`config.mk`:
```
export PLATFORM = sky130hd
export DESIGN_NAME = shade_gain_corr
export DESIGN_NICKNAME = d
export VERILOG_FILES = /design/src/rtl/shade_pkg.sv /design/src/rtl/shade_axis_acc.sv /design/src/rtl/shade_apply.sv /design/src/rtl/shade_gain_corr.sv
export SDC_FILE = /design/constraint.sdc
export NUM_CORES = 1
export LEC_CHECK = 0
export CAP_MARGIN = 10
export CORE_MARGIN = 4
export CORE_UTILIZATION = 30
export DETAILED_ROUTE_END_ITERATION = 12
export GPL_ROUTABILITY_DRIVEN = 0
export SLEW_MARGIN = 10
export SYNTH_ARGS = -nofsm -noshare
export SYNTH_HDL_FRONTEND = slang
export SYNTH_SLANG_ARGS = --single-unit
```
`constraint.sdc`:
```
create_clock -name clk -period 7.8 [get_ports clk]
set_input_delay 1.17 -clock clk [delete_from_list [all_inputs] [get_ports clk]]
set_output_delay 1.17 -clock clk [all_outputs]
set_load 0.01 [all_outputs]
```
`src/rtl/shade_pkg.sv`:
```
package shade_pkg;

  typedef struct packed {
    logic valid;
    logic sol;
    logic sof;
  } shade_mark_t;

  // rounded right shift (round half up)
  function automatic logic [63:0] rnd_shr(input logic [63:0] v, input int unsigned sh);
    logic [63:0] half;
    half = 64'd1 << (sh - 1);
    return (v + half) >> sh;
  endfunction

  // upper clamp of an unsigned value
  function automatic logic [63:0] sat_hi(input logic [63:0] v, input logic [63:0] hi);
    return (v > hi) ? hi : v;
  endfunction

endpackage

```
`src/rtl/shade_axis_acc.sv`:
```
module shade_axis_acc #(
  parameter int W = 24
) (
  input  logic                clk,
  input  logic                rst_n,
  input  logic                restart,
  input  logic                step,
  input  logic signed [W-1:0] start,
  input  logic signed [W-1:0] slope,
  input  logic signed [W-1:0] curv,
  output logic signed [W-1:0] cur
);

  logic signed [W-1:0] val_q, dx_q;
  logic signed [W-1:0] adv;

  assign adv = val_q + dx_q;

  always_comb begin
    if (restart)   cur = start;
    else if (step) cur = adv;
    else           cur = val_q;
  end

  always_ff @(posedge clk or negedge rst_n) begin
    if (!rst_n) begin
      val_q <= '0;
      dx_q  <= '0;
    end else if (restart) begin
      val_q <= start;
      dx_q  <= slope;
    end else if (step) begin
      val_q <= adv;
      dx_q  <= dx_q + curv;
    end
  end

  // a restart loads the programmed start value and slope
  a_r2_restart_load: assert property (@(posedge clk) disable iff (!rst_n)
    restart |=> (val_q == $past(start)) && (dx_q == $past(slope)));

  // without a restart or a step the accumulator holds its state
  a_r9_hold: assert property (@(posedge clk) disable iff (!rst_n)
    (!restart && !step) |=> ($stable(val_q) && $stable(dx_q)));

endmodule

```
`src/rtl/shade_apply.sv`:
```
module shade_apply #(
  parameter int PIX_W  = 12,
  parameter int COEF_W = 17,
  parameter int ONE_SH = 15
) (
  input  logic                      clk,
  input  logic                      rst_n,
  input  shade_pkg::shade_mark_t    in_mark,
  input  logic [PIX_W-1:0]          in_pix,
  input  logic [COEF_W-1:0]         in_f,
  input  logic [COEF_W-1:0]         in_gain,
  input  logic                      in_shift,
  output shade_pkg::shade_mark_t    out_mark,
  output logic [PIX_W-1:0]          out_pix
);

  localparam int V_W  = PIX_W + 3;
  localparam int P1_W = PIX_W + COEF_W;
  localparam int P2_W = V_W + COEF_W;
  localparam logic [63:0] PIX_MAX = 64'((1 << PIX_W) - 1);

  // stage 2: pixel times shading factor
  logic [P1_W-1:0]        prod1;
  logic [V_W-1:0]         v1_n;
  shade_pkg::shade_mark_t s2_mark;
  logic [V_W-1:0]         s2_v1;
  logic [COEF_W-1:0]      s2_gain;
  logic                   s2_shift;

  assign prod1 = P1_W'(in_pix) * P1_W'(in_f);
  assign v1_n  = V_W'(shade_pkg::rnd_shr(64'(prod1), ONE_SH));

  always_ff @(posedge clk or negedge rst_n) begin
    if (!rst_n) begin
      s2_mark  <= '0;
      s2_v1    <= '0;
      s2_gain  <= '0;
      s2_shift <= 1'b0;
    end else begin
      s2_mark  <= in_mark;
      s2_v1    <= v1_n;
      s2_gain  <= in_gain;
      s2_shift <= in_shift;
    end
  end

  // stage 3: colour gain, selectable shift, saturation
  logic [P2_W-1:0]   prod2;
  int unsigned       g_sh;
  logic [63:0]       g_rnd;
  logic [PIX_W-1:0]  res_n;

  assign prod2 = P2_W'(s2_v1) * P2_W'(s2_gain);
  assign g_sh  = s2_shift ? ONE_SH + 1 : ONE_SH;
  assign g_rnd = shade_pkg::rnd_shr(64'(prod2), g_sh);
  assign res_n = PIX_W'(shade_pkg::sat_hi(g_rnd, PIX_MAX));

  always_ff @(posedge clk or negedge rst_n) begin
    if (!rst_n) begin
      out_mark <= '0;
      out_pix  <= '0;
    end else begin
      out_mark <= s2_mark;
      out_pix  <= s2_mark.valid ? res_n : '0;
    end
  end

  // no pixel value leaves without its qualifier
  a_r1_idle_zero: assert property (@(posedge clk) disable iff (!rst_n)
    !out_mark.valid |-> (out_pix == '0));

endmodule

```
`src/rtl/shade_gain_corr.sv`:
```
module shade_gain_corr #(
  parameter int PIX_W  = 12,
  parameter int COEF_W = 17,
  parameter int ACC_W  = 24,
  parameter int ONE_SH = 15
) (
  input  logic                       clk,
  input  logic                       rst_n,
  input  logic                       in_valid,
  input  logic                       in_sol,
  input  logic                       in_sof,
  input  logic [PIX_W-1:0]           in_pix,
  input  logic signed [ACC_W-1:0]    x_start,
  input  logic signed [ACC_W-1:0]    x_slope,
  input  logic signed [ACC_W-1:0]    x_curv,
  input  logic signed [ACC_W-1:0]    y_start,
  input  logic signed [ACC_W-1:0]    y_slope,
  input  logic signed [ACC_W-1:0]    y_curv,
  input  logic [4*COEF_W-1:0]        gains,
  input  logic                       gain_shift,
  output logic                       out_valid,
  output logic                       out_sol,
  output logic                       out_sof,
  output logic [PIX_W-1:0]           out_pix
);

  localparam int N_AXIS  = 2;
  localparam int N_COLOR = 4;
  localparam logic [ACC_W-1:0] F_MAX = ACC_W'((1 << COEF_W) - 1);

  // line / frame events
  logic line_go, frame_go;
  assign line_go  = in_valid & (in_sol | in_sof);
  assign frame_go = in_valid & in_sof;

  // axis accumulators: 0 = horizontal, 1 = vertical
  logic                    ax_restart [N_AXIS];
  logic                    ax_step    [N_AXIS];
  logic signed [ACC_W-1:0] ax_start   [N_AXIS];
  logic signed [ACC_W-1:0] ax_slope   [N_AXIS];
  logic signed [ACC_W-1:0] ax_curv    [N_AXIS];
  logic signed [ACC_W-1:0] ax_cur     [N_AXIS];

  assign ax_restart[0] = line_go;
  assign ax_step[0]    = in_valid & ~line_go;
  assign ax_start[0]   = x_start;
  assign ax_slope[0]   = x_slope;
  assign ax_curv[0]    = x_curv;
  assign ax_restart[1] = frame_go;
  assign ax_step[1]    = line_go & ~frame_go;
  assign ax_start[1]   = y_start;
  assign ax_slope[1]   = y_slope;
  assign ax_curv[1]    = y_curv;

  for (genvar a = 0; a < N_AXIS; a++) begin : g_axis
    shade_axis_acc #(.W(ACC_W)) u_acc (
      .clk     (clk),
      .rst_n   (rst_n),
      .restart (ax_restart[a]),
      .step    (ax_step[a]),
      .start   (ax_start[a]),
      .slope   (ax_slope[a]),
      .curv    (ax_curv[a]),
      .cur     (ax_cur[a])
    );
  end

  // shading factor with clamping on both sides
  logic signed [ACC_W:0] f_sum;
  logic                  f_over, f_under;
  logic [COEF_W-1:0]     f_now;

  assign f_sum   = {ax_cur[0][ACC_W-1], ax_cur[0]} + {ax_cur[1][ACC_W-1], ax_cur[1]};
  assign f_under = f_sum[ACC_W];
  assign f_over  = !f_sum[ACC_W] && (f_sum[ACC_W-1:0] > F_MAX);
  assign f_now   = f_under ? '0 : (f_over ? F_MAX[COEF_W-1:0] : f_sum[COEF_W-1:0]);

  // Bayer parity
  logic col_q, row_q, col_now, row_now;
  assign col_now = line_go ? 1'b0 : ~col_q;
  assign row_now = frame_go ? 1'b0 : (line_go ? ~row_q : row_q);

  always_ff @(posedge clk or negedge rst_n) begin
    if (!rst_n) begin
      col_q <= 1'b0;
      row_q <= 1'b0;
    end else if (in_valid) begin
      col_q <= col_now;
      row_q <= row_now;
    end
  end

  logic [COEF_W-1:0] gain_arr [N_COLOR];
  for (genvar c = 0; c < N_COLOR; c++) begin : g_gain
    assign gain_arr[c] = gains[c*COEF_W +: COEF_W];
  end

  logic [1:0] color_now;
  assign color_now = {row_now, col_now};

  // stage 1 register
  shade_pkg::shade_mark_t s1_mark;
  logic [PIX_W-1:0]       s1_pix;
  logic [COEF_W-1:0]      s1_f;
  logic [COEF_W-1:0]      s1_gain;
  logic                   s1_shift;

  always_ff @(posedge clk or negedge rst_n) begin
    if (!rst_n) begin
      s1_mark  <= '0;
      s1_pix   <= '0;
      s1_f     <= '0;
      s1_gain  <= '0;
      s1_shift <= 1'b0;
    end else begin
      s1_mark  <= '{valid: in_valid, sol: in_valid & in_sol, sof: in_valid & in_sof};
      s1_pix   <= in_pix;
      s1_f     <= f_now;
      s1_gain  <= gain_arr[color_now];
      s1_shift <= gain_shift;
    end
  end

  shade_pkg::shade_mark_t o_mark;

  shade_apply #(.PIX_W(PIX_W), .COEF_W(COEF_W), .ONE_SH(ONE_SH)) u_apply (
    .clk      (clk),
    .rst_n    (rst_n),
    .in_mark  (s1_mark),
    .in_pix   (s1_pix),
    .in_f     (s1_f),
    .in_gain  (s1_gain),
    .in_shift (s1_shift),
    .out_mark (o_mark),
    .out_pix  (out_pix)
  );

  assign out_valid = o_mark.valid;
  assign out_sol   = o_mark.sol;
  assign out_sof   = o_mark.sof;

  // an oversized sum of terms is registered as the maximum factor
  a_r5_clamp_high: assert property (@(posedge clk) disable iff (!rst_n)
    (in_valid && f_over) |=> (s1_f == F_MAX[COEF_W-1:0]));

  // fixed three-cycle latency of the qualifier
  a_r8_latency: assert property (@(posedge clk) disable iff (!rst_n)
    in_valid |-> ##3 out_valid);

  // invalid input never produces output
  a_r9_no_spurious: assert property (@(posedge clk) disable iff (!rst_n)
    !in_valid |-> ##3 !out_valid);

endmodule

```
==> metrics.csv, run 1 <==
metric,value,unit
number of different library cells in the post-synthesis netlist,87,
share of the synthesized area in compound gates (AO/OA/AOI/OAI),13.0,%
H-tree depth reported by CTS,4,
maximum net fanout on the critical path,17,
Final ANT Viol Nets,0,
post-DR vias/cell,4.90,
capture instance of the worst register-to-register path,u_apply.out_pix[0],
fill cell instance count of the final layout,9287,
Post-Synthesis Cells,3031,
setup slack of the most critical reg-to-reg path,0.65,ns
fraction of the cycle the final worst path needs,91.7,%
highest attainable clock frequency,140,MHz
number of global-route vias before repair,22000,
post-layout minimum cycle time,7.15,ns
vertical extent of the die,310,um
total of hold buffers inserted after clock tree synthesis,0,
number of buffers added for setup after CTS,0,
multiplexer fraction of the synthesized cell area,1.89,%
ratio of cells with drive above 1 in the final layout,3.71,%
number of placement rows,110,
maximum count of clock buffers along a single path,2,
actual slew at the worst max-slew pin,0.958,ns
headroom to the max-slew limit,36.0,%
post-synthesis sequential area ratio,18.2,%
first-pass detailed-route iteration total,5,
cts bufs inserted,17,
DR vias,21500,
cell at the root of the clock tree,sky130_fd_sc_hd__clkbuf_16,
sum of overflow across all layers after global routing,0,
global-route usage over all layers,16.0,%
top-level I/O count,245,
clock insertion delay at the later pin of the skew report,0.53,ns
"share of synthesized cell area in full adder, half adder and majority cells",39.7,%
most frequent cells in the layout,"sky130_fd_sc_hd__inv_1, sky130_fd_sc_hd__nand2_1, sky130_fd_sc_hd__fa_1",
Yosys reg bits,199,
logic depth of the worst register-to-register path,26,
run status,completed,
global-route wire length before repair,121000,um
CTS tree,built,
dominant synthesized flop cell,sky130_fd_sc_hd__dfrtp_1,
number of I/O port buffers,244,
critical path launch point type,register,
Critical Path End,u_apply.out_pix[0],
worst r2r src,u_apply.s2_v1[5],
number of remaining DRC errors,0,
sum of net half-perimeters after detailed placement,60700,um
chip width,310,um
average cell area after synthesis,9.04,um2
"Buf+Inv Stages, Crit Path",8,
Required @ worst endpoint,8.19,ns
pin count of the biggest net entering global routing,78,
simple-gate share of the synthesized area,15.6,%
core region area,90300,um2
area grow syn2layout,15.7,%
path type of the worst setup path,reg -> reg,
clock sink count,199,
die outline area,96300,um2
YS warnings,0,
violation count after the first detailed-route iteration,1337,
Crit path largest cell delay,0.57,ns
Resized Gates After CTS,0,
Synth Net Count,3921,
total count of hold-check failures in the final report,0,
Initial Util,30.4,%
Worst Path Arrival,7.54,ns
nets,4087,
largest family of logic cells by synthesized area,adder cells,
logic depth of the worst setup path including buffers,26,
most frequent standard cell in the layout excluding fill and tap cells,sky130_fd_sc_hd__inv_1,
"EDFF count, synth",0,
clock edge transition at the registers on the reported setup and hold paths,0.07,ns
clock skew after layout,0.0228,ns
initial antenna violation count,11,
share of the synthesized netlist area taken by xor and xnor gates,3.77,%
Post-Route WL,75600,um
number of endpoints failing setup at the final stage,0,
routed len/inst,17.2,um
Max-Cap Viols,0,
max-slew violations,0,
type of the worst min-delay path,reg -> reg,
unrepaired setup endpoints after global routing,no,
final core occ,35.1,%
worst setup path startpoint,u_apply.s2_v1[5],
Crit-path slowest cell,sky130_fd_sc_hd__dfrtp_1,
Top delay family on crit path,adder cells,
kind of end point of the critical path,register,
asr flop ratio synth,100,%
area of the mapped netlist,27400,um2
final-layout setup total negative slack,0,ns
-- registers in the layout (all words and copies together) (netlist names) --
signal              flops
s1_f                   17
g_axis.u_acc.dx_q      48
s1_shift                1
u_apply.s2_gain        17
s1_pix                 12
u_apply.out_mark        3
u_apply.s2_mark         3
u_apply.out_pix        12
col_q                   1
s1_gain                17
u_apply.s2_v1          15
row_q                   1
g_axis.u_acc.val_q     48
u_apply.s2_shift        1
s1_mark                 3
-- layout make-up --
| class | count | area [um2] | share of cell area [%] |
|---|---|---|---|
| Multi-Input combinational cell | 2270 | 20300 | 64.0 |
| Sequential cell | 199 | 4980 | 15.7 |
| Timing Repair Buffer | 276 | 2690 | 8.46 |
| Clock buffer | 17 | 425 | 1.34 |
| Inverter | 433 | 1630 | 5.12 |
| Antenna cell | 6 | 15.0 | 0.0473 |
| Clock inverter | 15 | 210 | 0.663 |
| Tap cell | 1176 | 1470 | 4.64 |
-- how the worst min path moves through the flow --
| stage | startpoint | end | slack (ns) | depth (start not counted) |
|---|---|---|---|---|
| global placement | s1_mark[2] | u_apply.s2_mark[2] | 0.33 | 0 |
| floorplan | u_apply.s2_mark[0] | u_apply.out_mark[0] | 0.33 | 0 |
| CTS | s1_mark[2] | u_apply.s2_mark[2] | 0.35 | 0 |
| global route | s1_gain[2] | u_apply.s2_gain[2] | 0.36 | 0 |
| finish | s1_gain[14] | u_apply.s2_gain[14] | 0.35 | 0 |
| detailed placement | s1_gain[0] | u_apply.s2_gain[0] | 0.34 | 0 |
-- worst register-to-register path, delay by kind of cell (launching register included) --
kind | cells | cell delay [ns]
simple gates | 3 | 0.48
fa+ha+maj | 7 | 3.39
flops | 1 | 0.57
compound gates | 8 | 1.93
buf+inv | 8 | 0.68
-- logic make-up (layout without fill, tap and decap cells) --
logic type / after synthesis / in the layout
compound gates: 565 / 565
xor+xnor: 118 / 118
other cells: 0 / 6
simple gates: 897 / 897
buf+inv: 562 / 741
mux: 30 / 30
flops: 199 / 199
fa+ha+maj: 660 / 660
-- routing by layer --
metal / track usage (%) / vias to the layer above / share of wire (%)
met4: 5.34 / 8 / 2.8
li1: - / 10300 / -
met3: 3.24 / 87 / 5.9
met1: 20.4 / 10600 / 43
met2: 27.2 / 532 / 49
met5: 0 / - / 0.075
-- synth_stat cells, drive strengths merged (9+ instances only) --
cell type	n	area share, %
o21bai	15	0.41
mux4	17	1.4
inv	432	5.9
o21a	37	1.0
a31oi	34	0.78
nand4	14	0.32
nand3	26	0.47
a22oi	11	0.30
fa	351	26
nand2b	11	0.25
a21oi	206	3.8
a21o	47	1.3
nand2	375	5.1
o21ai	73	1.3
nor2b	21	0.51
nor3	36	0.66
and2	193	4.4
o22ai	52	1.2
xnor2	59	1.9
ha	309	14
mux2i	9	0.33
buf	12	0.22
nor2	158	2.2
clkbuf	117	1.6
or3	11	0.26
and3	14	0.32
dfrtp	199	18
xor2	59	1.9
-- stage by stage --
| step | worst slack (ns) | cells | cell area [um2] | hold WS [ns] |
|---|---|---|---|---|
| floorplan | 1.12 | 3031 | 27400 | 0.331 |
| global placement | 0.690 | 4354 | 31100 | 0.332 |
| detailed placement | 0.644 | 4354 | 31100 | 0.336 |
| CTS | 0.623 | 4386 | 31700 | 0.354 |
| global route | 0.179 | 4386 | 31700 | 0.360 |
| finish | 0.648 | 4392 | 31700 | 0.352 |
Power of run 1 is left out: the tool's default activity adds up to more than one toggle a clock period on the data nets, which glitch-free logic cannot reach.
==> run 2, diff against run 1 <==
SLEW_MARGIN = 20   (was 10)
==> results of run 2 <==
Same layout as run 1: the final DEF is identical, and so are final timing and power.
Power of run 2 is left out for the same reason.
